File: src/rtl/bcdrtc_pkg.sv
package bcdrtc_pkg;

  localparam logic [7:0] ADDR_CTRL = 8'h40;
  localparam logic [7:0] ADDR_STAT = 8'h44;
  localparam logic [7:0] ADDR_IEN  = 8'h48;

  typedef struct packed {
    logic [7:0] yr;
    logic [7:0] mon;
    logic [7:0] day;
    logic [7:0] hr;
    logic [7:0] min;
    logic [7:0] sec;
  } stamp_t;

  // one BCD increment of a two-digit value (caller handles the wrap)
  function automatic logic [7:0] bcd_next(input logic [7:0] v);
    if (v[3:0] == 4'd9) return {v[7:4] + 4'd1, 4'd0};
    else                return {v[7:4], v[3:0] + 4'd1};
  endfunction

  // last day of a month, in BCD; a BCD year is a multiple of four when
  // an even tens digit pairs with 0/4/8 or an odd tens digit with 2/6
  function automatic logic [7:0] bcd_month_end(input logic [7:0] mon,
                                                input logic [7:0] yr);
    logic leap;
    leap = yr[4] ? (yr[3:0] == 4'd2 || yr[3:0] == 4'd6)
                 : (yr[3:0] == 4'd0 || yr[3:0] == 4'd4 || yr[3:0] == 4'd8);
    case (mon)
      8'h02:                      return leap ? 8'h29 : 8'h28;
      8'h04, 8'h06, 8'h09, 8'h11: return 8'h30;
      default:                    return 8'h31;
    endcase
  endfunction

endpackage

File: src/rtl/bcdrtc_tick_gen.sv
module bcdrtc_tick_gen #(
  parameter int unsigned TICKS_PER_SEC = 32768
) (
  input  logic clk,
  input  logic rst_n,
  input  logic run,
  input  logic tick,
  output logic sec_step,
  output logic busy
);
  localparam int unsigned CW = (TICKS_PER_SEC > 2) ? $clog2(TICKS_PER_SEC) : 1;
  localparam logic [CW-1:0] LAST = CW'(TICKS_PER_SEC - 1);

  logic [CW-1:0] phase;

  always_ff @(posedge clk or negedge rst_n) begin
    if (!rst_n)           phase <= '0;
    else if (run && tick) phase <= (phase == LAST) ? '0 : phase + 1'b1;
  end

  // the last tick period before a step is the unsafe window
  assign busy     = run && (phase == LAST);
  assign sec_step = busy && tick;

  AST_BUSY_DROPS: assert property (@(posedge clk) disable iff (!rst_n)
    sec_step |=> !busy);

endmodule

File: src/rtl/bcdrtc_calendar.sv
module bcdrtc_calendar
  import bcdrtc_pkg::*;
(
  input  logic       clk,
  input  logic       rst_n,
  input  logic       step,
  input  logic       wr_en,
  input  logic [2:0] wr_fld,
  input  logic [7:0] wr_val,
  output stamp_t     now,
  output logic [2:0] wday,
  output logic [3:0] events
);
  stamp_t     nxt;
  logic [2:0] nxt_wday;
  logic       c_min, c_hr, c_day, c_mon, c_yr;

  always_comb begin
    nxt      = now;
    nxt_wday = wday;
    c_min    = (now.sec == 8'h59);
    c_hr     = c_min && (now.min == 8'h59);
    c_day    = c_hr  && (now.hr == 8'h23);
    c_mon    = c_day && (now.day == bcd_month_end(now.mon, now.yr));
    c_yr     = c_mon && (now.mon == 8'h12);
    nxt.sec  = c_min ? 8'h00 : bcd_next(now.sec);
    if (c_min) nxt.min = c_hr ? 8'h00 : bcd_next(now.min);
    if (c_hr)  nxt.hr  = c_day ? 8'h00 : bcd_next(now.hr);
    if (c_day) begin
      nxt.day  = c_mon ? 8'h01 : bcd_next(now.day);
      nxt_wday = (wday == 3'd6) ? 3'd0 : wday + 3'd1;
    end
    if (c_mon) nxt.mon = c_yr ? 8'h01 : bcd_next(now.mon);
    if (c_yr)  nxt.yr  = (now.yr == 8'h99) ? 8'h00 : bcd_next(now.yr);
  end

  always_ff @(posedge clk or negedge rst_n) begin
    if (!rst_n) begin
      now    <= '{yr: 8'h00, mon: 8'h01, day: 8'h01, hr: 8'h00, min: 8'h00, sec: 8'h00};
      wday   <= 3'd0;
      events <= 4'd0;
    end else begin
      if (step) begin
        now    <= nxt;
        wday   <= nxt_wday;
        events <= {c_day, c_hr, c_min, 1'b1};
      end
      if (wr_en) begin  // a write wins over the step for its own field
        case (wr_fld)
          3'd0: now.sec <= wr_val;
          3'd1: now.min <= wr_val;
          3'd2: now.hr  <= wr_val;
          3'd3: now.day <= wr_val;
          3'd4: now.mon <= wr_val;
          3'd5: now.yr  <= wr_val;
          3'd6: wday    <= wr_val[2:0];
          default: ;
        endcase
      end
    end
  end

  AST_SEC_LEGAL: assert property (@(posedge clk) disable iff (!rst_n)
    now.sec[3:0] <= 4'd9 && now.sec <= 8'h59);
  AST_MON_LEGAL: assert property (@(posedge clk) disable iff (!rst_n)
    now.mon >= 8'h01 && now.mon <= 8'h12);
  AST_HOUR_WRAP: assert property (@(posedge clk) disable iff (!rst_n)
    step && !wr_en && now.hr == 8'h23 && now.min == 8'h59 && now.sec == 8'h59
    |=> now.hr == 8'h00 && now.min == 8'h00);
  AST_HOLD_IDLE: assert property (@(posedge clk) disable iff (!rst_n)
    !step && !wr_en |=> $stable(now) && $stable(wday));

endmodule

File: src/rtl/bcdrtc_alarm_match.sv
module bcdrtc_alarm_match
  import bcdrtc_pkg::*;
(
  input  logic       clk,
  input  logic       rst_n,
  input  logic       wr_en,
  input  logic [2:0] wr_fld,
  input  logic [7:0] wr_val,
  input  stamp_t     now,
  output stamp_t     target,
  output logic       hit
);
  always_ff @(posedge clk or negedge rst_n) begin
    if (!rst_n) target <= '0;
    else if (wr_en) begin
      case (wr_fld)
        3'd0: target.sec <= wr_val;
        3'd1: target.min <= wr_val;
        3'd2: target.hr  <= wr_val;
        3'd3: target.day <= wr_val;
        3'd4: target.mon <= wr_val;
        3'd5: target.yr  <= wr_val;
        default: ;
      endcase
    end
  end

  // every field takes part; none can be excluded
  assign hit = (target == now);

endmodule

File: src/rtl/bcdrtc_core.sv
module bcdrtc_core
  import bcdrtc_pkg::*;
#(
  parameter int unsigned TICKS_PER_SEC = 32768
) (
  input  logic       clk,
  input  logic       rst_n,
  input  logic       tick_32k,
  input  logic [7:0] bus_addr,
  input  logic [7:0] bus_wdata,
  input  logic       bus_we,
  output logic [7:0] bus_rdata,
  output logic       irq_timer,
  output logic       irq_alarm
);
  logic [2:0] slot;
  logic       aligned, hit_time, hit_alarm, stat_we;
  logic       sec_step, busy, step_d, alarm_hit;
  logic [7:0] ctrl_q;
  logic [1:0] ien_q;          // {alarm, timer}
  logic       pwrup_q, alarm_q;
  stamp_t     now, target;
  logic [2:0] wday;
  logic [3:0] events;

  assign slot      = bus_addr[4:2];
  assign aligned   = (bus_addr[1:0] == 2'd0);
  assign hit_time  = aligned && (bus_addr[7:5] == 3'd0) && (slot != 3'd7);
  assign hit_alarm = aligned && (bus_addr[7:5] == 3'd1) && (slot <= 3'd5);
  assign stat_we   = bus_we && (bus_addr == ADDR_STAT);

  bcdrtc_tick_gen #(.TICKS_PER_SEC(TICKS_PER_SEC)) u_tick (
    .clk(clk), .rst_n(rst_n), .run(ctrl_q[0]), .tick(tick_32k),
    .sec_step(sec_step), .busy(busy));

  bcdrtc_calendar u_cal (
    .clk(clk), .rst_n(rst_n), .step(sec_step),
    .wr_en(bus_we && hit_time), .wr_fld(slot), .wr_val(bus_wdata),
    .now(now), .wday(wday), .events(events));

  bcdrtc_alarm_match u_alm (
    .clk(clk), .rst_n(rst_n),
    .wr_en(bus_we && hit_alarm), .wr_fld(slot), .wr_val(bus_wdata),
    .now(now), .target(target), .hit(alarm_hit));

  always_ff @(posedge clk or negedge rst_n) begin
    if (!rst_n) begin
      ctrl_q  <= 8'h00;
      ien_q   <= 2'b00;
      pwrup_q <= 1'b1;
      alarm_q <= 1'b0;
      step_d  <= 1'b0;
    end else begin
      step_d <= sec_step;
      if (bus_we && bus_addr == ADDR_CTRL) ctrl_q <= bus_wdata;
      if (bus_we && bus_addr == ADDR_IEN)  ien_q  <= bus_wdata[3:2];
      if (stat_we && bus_wdata[7])         pwrup_q <= 1'b0;
      alarm_q <= (step_d && alarm_hit) || (alarm_q && !(stat_we && bus_wdata[6]));
    end
  end

  assign irq_timer = step_d && ien_q[0];
  assign irq_alarm = alarm_q && ien_q[1];

  always_comb begin
    bus_rdata = 8'h00;
    if (hit_time) begin
      case (slot)
        3'd0: bus_rdata = now.sec;
        3'd1: bus_rdata = now.min;
        3'd2: bus_rdata = now.hr;
        3'd3: bus_rdata = now.day;
        3'd4: bus_rdata = now.mon;
        3'd5: bus_rdata = now.yr;
        default: bus_rdata = {5'd0, wday};
      endcase
    end else if (hit_alarm) begin
      case (slot)
        3'd0: bus_rdata = target.sec;
        3'd1: bus_rdata = target.min;
        3'd2: bus_rdata = target.hr;
        3'd3: bus_rdata = target.day;
        3'd4: bus_rdata = target.mon;
        default: bus_rdata = target.yr;
      endcase
    end else if (bus_addr == ADDR_CTRL) bus_rdata = ctrl_q;
    else if (bus_addr == ADDR_STAT) bus_rdata = {pwrup_q, alarm_q, events, ctrl_q[0], busy};
    else if (bus_addr == ADDR_IEN)  bus_rdata = {4'd0, ien_q, 2'd0};
  end

  AST_ALARM_LATCH: assert property (@(posedge clk) disable iff (!rst_n)
    step_d && alarm_hit |=> alarm_q);
  AST_PWRUP_W1C: assert property (@(posedge clk) disable iff (!rst_n)
    stat_we && bus_wdata[7] |=> !pwrup_q);
  AST_TIMER_PULSE: assert property (@(posedge clk) disable iff (!rst_n)
    irq_timer |=> !irq_timer);

endmodule

File: config.mk
export PLATFORM = sky130hd
export DESIGN_NAME = bcdrtc_core
export DESIGN_NICKNAME = d
export VERILOG_FILES = /design/src/rtl/bcdrtc_pkg.sv /design/src/rtl/bcdrtc_tick_gen.sv /design/src/rtl/bcdrtc_calendar.sv /design/src/rtl/bcdrtc_alarm_match.sv /design/src/rtl/bcdrtc_core.sv
export SDC_FILE = /design/constraint.sdc
export NUM_CORES = 1
export LEC_CHECK = 0
export ABC_AREA = 1
export ABC_CLOCK_PERIOD_IN_PS = 3010
export BUFFER_PORTS_ARGS = -buffer_cell sky130_fd_sc_hd__buf_4
export CAP_MARGIN = 10
export CORE_MARGIN = 3
export CORE_UTILIZATION = 62
export CTS_BUF_LIST = sky130_fd_sc_hd__clkbuf_8
export DETAILED_ROUTE_END_ITERATION = 8
export GPL_TIMING_DRIVEN = 0
export PLACE_DENSITY = 0.88
export SKIP_LAST_GASP = 1
export SLEW_MARGIN = 20
export SYNTH_ARGS = -nofsm -noshare
export SYNTH_HDL_FRONTEND = slang
export SYNTH_SLANG_ARGS = --single-unit
File: constraint.sdc
create_clock -name clk -period 3.01 [get_ports clk]
set_input_delay 0.301 -clock clk [delete_from_list [all_inputs] [get_ports clk]]
set_output_delay 0.301 -clock clk [all_outputs]
set_load 0.02 [all_outputs]
After elaboration in Yosys (flattened, before gate mapping)
Index checks and enable logic that the tools add are counted.
W data, S select, Z words.
- output and inout port bits: 10
- memory bits (writable): 0
- input port bits: 20
- memories kept: 0
- bits in latches: 0
- word-level logic and storage cells: 149
- bits in read-only memories: 0
- register bits: 131
- equality and inequality tests: 35
- $lt $le $gt $ge: 1
- muxes and demuxes: 41
- reductions and logical operators: 38
- $add $sub $neg: 14
- divide/modulo/power cells: 0
- $mul: 0
- bitwise gates (word level): 0
- shift operators: 0
- operators with widths (cell ; count):
    $mux W8 ; 27
    $mux W48 ; 2
    $add A4 B1 Y4 const B ; 12
    $eq A48 B48 Y1 ; 1
    $pmux W8 S6 ; 1
    $eq A8 B7 Y1 const B ; 5
    $pmux W8 S5 ; 1
    $eq A4 B4 Y1 const B ; 7
    $logic_and A1 B1 Y1 ; 22
    $eq A8 B3 Y1 const B ; 2
    $eq A8 B5 Y1 const B ; 2
    $pmux W8 S2 ; 1
    $add A15 B1 Y15 const B ; 1
    $eq A15 B15 Y1 const B ; 1
    $mux W15 ; 1
    $mux W3 ; 5
    $eq A3 B3 Y1 const B ; 4
    $reduce_and A2 Y1 ; 6
    $eq A4 B3 Y1 const B ; 2
    $eq A8 B2 Y1 const B ; 1
    $eq A8 B4 Y1 const B ; 1
    $eq A8 B6 Y1 const B ; 1
    $eq A8 B8 Y1 ; 1
    $eq A8 B8 Y1 const B ; 1
    other kinds (14) ; 21

Logic depth before layout (Yosys ltp)
- depth after elaboration: 14
- depth in mapped cells: 16
- mapped depth without buffers: 16

Cells and area by module
From an unflattened synthesis, not the netlist that was laid out.
- cell total of the unflattened synthesis: 1283
- area, all modules: 9075.0 um^2
- by module, submodules not included (module ; seq. area each (um^2) ; cells each ; area an instance (um^2) ; instances):
    bcdrtc_calendar ; 1378.8 ; 526 ; 3824.9 ; 1
    bcdrtc_alarm_match ; 1201.2 ; 282 ; 2573.7 ; 1
    bcdrtc_core ; 326.6 ; 364 ; 1836.8 ; 1
    bcdrtc_tick_gen ; 375.4 ; 111 ; 839.6 ; 1

Worst setup path before layout
OpenSTA, ideal clock, no wires.
- path kind: register -> register
- from: reg, netlist name u_cal.now[37]
- to: reg, netlist name u_cal.now[34]
- slack: 1.055 ns
- buffers on the path: 0
- arrival: 1.837 ns
- clock period less this slack: 1.955 ns
- library setup time: 0.117 ns
- stages on the path, launching flop included: 16
- required time: 2.893 ns
- cell sequence: dfrtp_1 -> inv_1 -> ha_1 -> inv_1 -> nor2_1 -> nand2_1 -> nand2_1 -> nand2_1 -> nor2_2 -> nand3_4 -> nor3_4 -> nand2_2 -> nand2_1 -> inv_1 -> nand3_1 -> nand2_1
- word-level cells in the longest chain between the ends: 11
- elaborated cells between the ends (all ways): 16
- those cells by class: 7 x eq/ne; 6 x mux; 3 x reduce/logical
- ends and longest elaborated chain (what ; RTL line ; source):
    $eq A8 B3 Y1 (tied with other cells) ; bcdrtc_pkg.sv:29 ; case (mon)
    $reduce_or A4 Y1 ; bcdrtc_pkg.sv:29 ;
    $pmux W8 S2 ; bcdrtc_pkg.sv:29 ;
    $eq A8 B8 Y1 ; bcdrtc_calendar.sv:24 ; c_mon = c_day && (now.day == bcd_month_end(now.mon, now.yr));
    $logic_and A1 B1 Y1 ; bcdrtc_calendar.sv:24 ;
    $logic_and A1 B1 Y1 ; bcdrtc_calendar.sv:25 ; c_yr = c_mon && (now.mon == 8'h12);
    $mux W8 ; bcdrtc_calendar.sv:33 ; if (c_mon) nxt.mon = c_yr ? 8'h01 : bcd_next(now.mon);
    $mux W8 (*) ; bcdrtc_calendar.sv:33 ;
    $mux W48 (*) ; bcdrtc_calendar.sv:43 ; if (step) begin
    $mux W8 ; bcdrtc_calendar.sv:49 ; case (wr_fld)
    $mux W48 (*) ; bcdrtc_calendar.sv:48 ; if (wr_en) begin
Mark *: on every way between the ends. The rest lies on a longest branch, timed or not.
A chain may end at the register's enable or synchronous reset.

Worst setup path after layout
- from: reg u_tick.phase[0]
- to: out bus_rdata[0]
- word-level cells in the longest chain between the ends: 6
- ends and longest elaborated chain (what ; RTL line ; source):
    start, declared ; bcdrtc_tick_gen.sv:14 ; logic [CW-1:0] phase;
    start signal, assigned ; bcdrtc_tick_gen.sv:18 ; else if (run && tick) phase <= (phase == LAST) ? '0 : phase + 1'b1;
    $eq A15 B15 Y1 ; bcdrtc_tick_gen.sv:22 ; assign busy = run && (phase == LAST);
    $logic_and A1 B1 Y1 ; bcdrtc_tick_gen.sv:22 ;
    $mux W8 ; bcdrtc_core.sv:87 ; else if (bus_addr == ADDR_STAT) bus_rdata = {pwrup_q, alarm_q, events, ctrl_q[0], busy};
    $mux W8 ; bcdrtc_core.sv:86 ; end else if (bus_addr == ADDR_CTRL) bus_rdata = ctrl_q;
    $mux W8 ; bcdrtc_core.sv:77 ; end else if (hit_alarm) begin
    $mux W8 ; bcdrtc_core.sv:67 ; if (hit_time) begin
    end, declared ; bcdrtc_core.sv:12 ; output logic [7:0] bus_rdata,
No other way between the ends.

==> reports/qor.yml <==
detailed_routing:
  wl_per_cell_um: 22.07
  drt_iter0_drc: 1170
  first_pass_iters: 6
  wl_um: 29620
  route.detailed.drc: 0
  vias: 8577
  ant_nets: 0
  viasPerCell: 6.391
finish:
  antennaDiodeCount: 0
  final_common_cell: "nand2_1"
  drive_gt1_share_pct: 12.31
  multiInputGateArea_um2: 4262
  final_cell_mix: "245 x nand2_1, 140 x inv_1, 128 x dfrtp_1"
  area_delta_synth_final_pct: 10.77
  num-fill-cells: 1070
  finish.net_count: 1192
  regArea_um2: 3282
critical_path:
  worst_ep_required_time_ns: 2.71
  rr_worst_depth: 14
  arrival_ns: 2.30
  crit_path_end_kind: "output pin"
  r2r_slack_ns: 0.44
  critPathMaxFanout: 5
  critPathKind: "reg -> out"
  timing.rr.start: "u_tick.phase[0]"
  reg2reg_to: "u_cal.wday[1]"
  crit_path_start_kind: "flip-flop"
  cp-startpoint: "u_tick.phase[0]"
timing:
  setup_viol: 0
  final.setup_skew_ns: 0.01631
  tns_ns: 0
  rsz0062_at_grt: "false"
  layout_min_cycle_time_ns: 2.605
  fin_crit_sh_pct: 86.53
  hold_viol_final: 0
  fmax_mhz: 383.9
  slew_headroom_pct: 34.76
  drv_slew: 0
  tightest_slew_ns: 0.9787
clocking:
  path_clk_slew_ns: 0.09
  htree_num_levels: 4
  clock-sinks: 131
  cts_tree: "built"
  post-cts-setup-buffers: 0
  clock-root-buffer: "clkbuf_8"
  clk_path_buf_depth: 2
  cts_made_buffers: 17
  cts_hold_buf: 1
  cts_resized: 0
  worstSkewPairLatency_ns: 0.47
place:
  gp_congestion: 1.056
  hpwl_um: 22170
  portBuffers: 29
logic_synthesis:
  async_flop_share_pct: 100.0
  syn_nets: 1142
  netlist_area_um2: 8273
  postSynthAreaPerCell_um2: 7.473
  synth-seq-cells: 131
  yosys_warnings: 0
  yosysSeqAreaShare_pct: 39.67
  synthCells: 1107
  synthFlopType: "dfrtp_1"
  synth_edf_count: 0
  synth_cell_type_count: 46
pwr:
  powerDensity_nw_per_um2: 452.0
  power.total_mw: 4.142
  p_int_mw: 2.849
  ir_drop_v: 0.0005201
  switchingPower_mw: 1.293
  pwr-share-comb_pct: 13.4
  p_leak_nw: 4.481
  seqPwrFrac_pct: 48.0
  p_clk_share_pct: 38.7
  swShare_pct: 31.23
floorplanning:
  ios: 30
  row_count: 41
  fp.dieArea_um2: 14770
  start_util_pct: 64.51
  fp.dieW_um: 121.5
  die_h_um: 121.5
  coreArea_um2: 12820
global_routing:
  grt_pass1_wl_um: 45330
  gr-total-overflow: 0
  track_usage_pct: 41.39
  grt_pass1_vias: 7829
  grt_antenna_before_repair: 0
  grt_start_max_net_pins: 67
min_path:
  hold_path_class: "in -> reg"
  hold_start: "bus_we"
  hold-path-cell-count: 2
  min_delay_worst_endpoint: "pwrup_q"
status:
  status: "completed"
run:
  maxCapViolations: 0
## power groups by stage
stage | sequential [mW] | combinational, mW | clock [mW]
after floorplan | 1.96 | 0.328 | 0
after global placement | 2.00 | 0.510 | 0
after detailed placement | 2.01 | 0.527 | 0
after CTS | 1.97 | 0.538 | 1.60
after global routing | 1.99 | 0.602 | 1.67
final | 1.99 | 0.554 | 1.60
## sequential cells by signal, indices dropped and copies added, names as in the netlist, 2 cells and up
name	cells
ctrl_q	8
ien_q	2
u_alm.target	48
u_cal.events	4
u_cal.now	48
u_cal.wday	3
u_tick.phase	15
## worst max path at each step
stage | to | slack (ns) | depth (start not counted)
6_report | bus_rdata[0] | 0.41 | 8
5_1_grt | u_cal.now[30] | 0.27 | 11
4_1_cts | bus_rdata[0] | 0.45 | 8
3_5_place_dp | bus_rdata[2] | 0.48 | 10
3_3_place_gp | bus_rdata[2] | 0.46 | 10
2_1_floorplan | u_cal.now[34] | 1.06 | 15
## cell usage after synthesis, types with 2 or more instances
library cell  number  share of area, %
nand2_2            8              0.60
nor3_1            12              0.73
o21ai_0          105               6.4
dfrtp_1          128                39
o221ai_1           3              0.32
clkbuf_1          11              0.50
nor2_2             7              0.53
a31oi_1            4              0.30
nand3b_1           2              0.18
xnor2_1            3              0.32
o2111ai_1          3              0.32
nand3_2            4              0.48
a211oi_1           2              0.18
nand3_1           69               4.2
nor4_1             6              0.45
o41ai_1            2              0.21
nand2_1          245                11
nor3_4             3              0.59
ha_1              15               2.3
o22ai_1           46               3.5
dfstp_2            3              0.95
inv_2             24               1.1
a21oi_1           43               2.6
nand2_4            5              0.68
o21ai_1           20               1.2
nor2_4            11               1.5
o31ai_1            6              0.54
buf_2             10              0.60
a221oi_1          16               1.7
inv_1            139               6.3
a22oi_1            5              0.45
or2_2              2              0.15
nand4_1           24               1.8
o211ai_1           8              0.73
xor2_1            28               3.0
nor2_8             2              0.48
nor2_1            73               3.3
clkinv_1           2             0.091
## cell families after synthesis
family	after synthesis	synth area share, %
simple gates	475	27.13
compound gates	267	18.83
buf+inv	188	8.817
flops	131	39.67
xor+xnor	31	3.282
fa+ha+maj	15	2.269
## per-layer routing
layer / wire (µm) / global-route usage [%] / up-vias / part of all wire (%)
met3: 3561 / 10.82 / 121 / 12
met1: 11740 / 57.64 / 3984 / 40
met2: 12660 / 60.76 / 617 / 43
met5: 0 / 0 / - / 0
li1: - / - / 3855 / -
met4: 1650 / 19.05 / 0 / 5.6
## worst max-delay path: stages (launching register included)
cell and delay (ns):
dfrtp_1 0.44, ha_1 0.24, nand3_2 0.12, nor2_4 0.18
nand3_1 0.17, a211oi_1 0.29, nand3_1 0.11, nand3_1 0.13
buf_4 0.16
## cell type report
class / instances / area share, %
repair buffers: 31 / 2.867
flip-flops and latches: 131 / 35.81
plain buffers: 23 / 1.202
inverters: 165 / 6.759
well taps: 172 / 2.348
clock buffers: 17 / 2.553
clock inverters: 15 / 1.952
multi-input cells: 788 / 46.50
## per-stage QoR
step	cells	util [%]	setup slack [ns]	cell area, µm²	hold WS [ns]
final	1342	71.45	0.4054	9164	0.05033
after global placement	1308	67.88	0.4558	8706	0.4362
after detailed placement	1309	68.16	0.4798	8741	0.2682
after floorplan	1107	-	1.055	8273	0.005409
after global routing	1342	71.45	0.2698	9164	0.02653
after CTS	1342	71.45	0.4504	9164	0.02866
No activity file was read; power rests on OpenSTA's default activity.
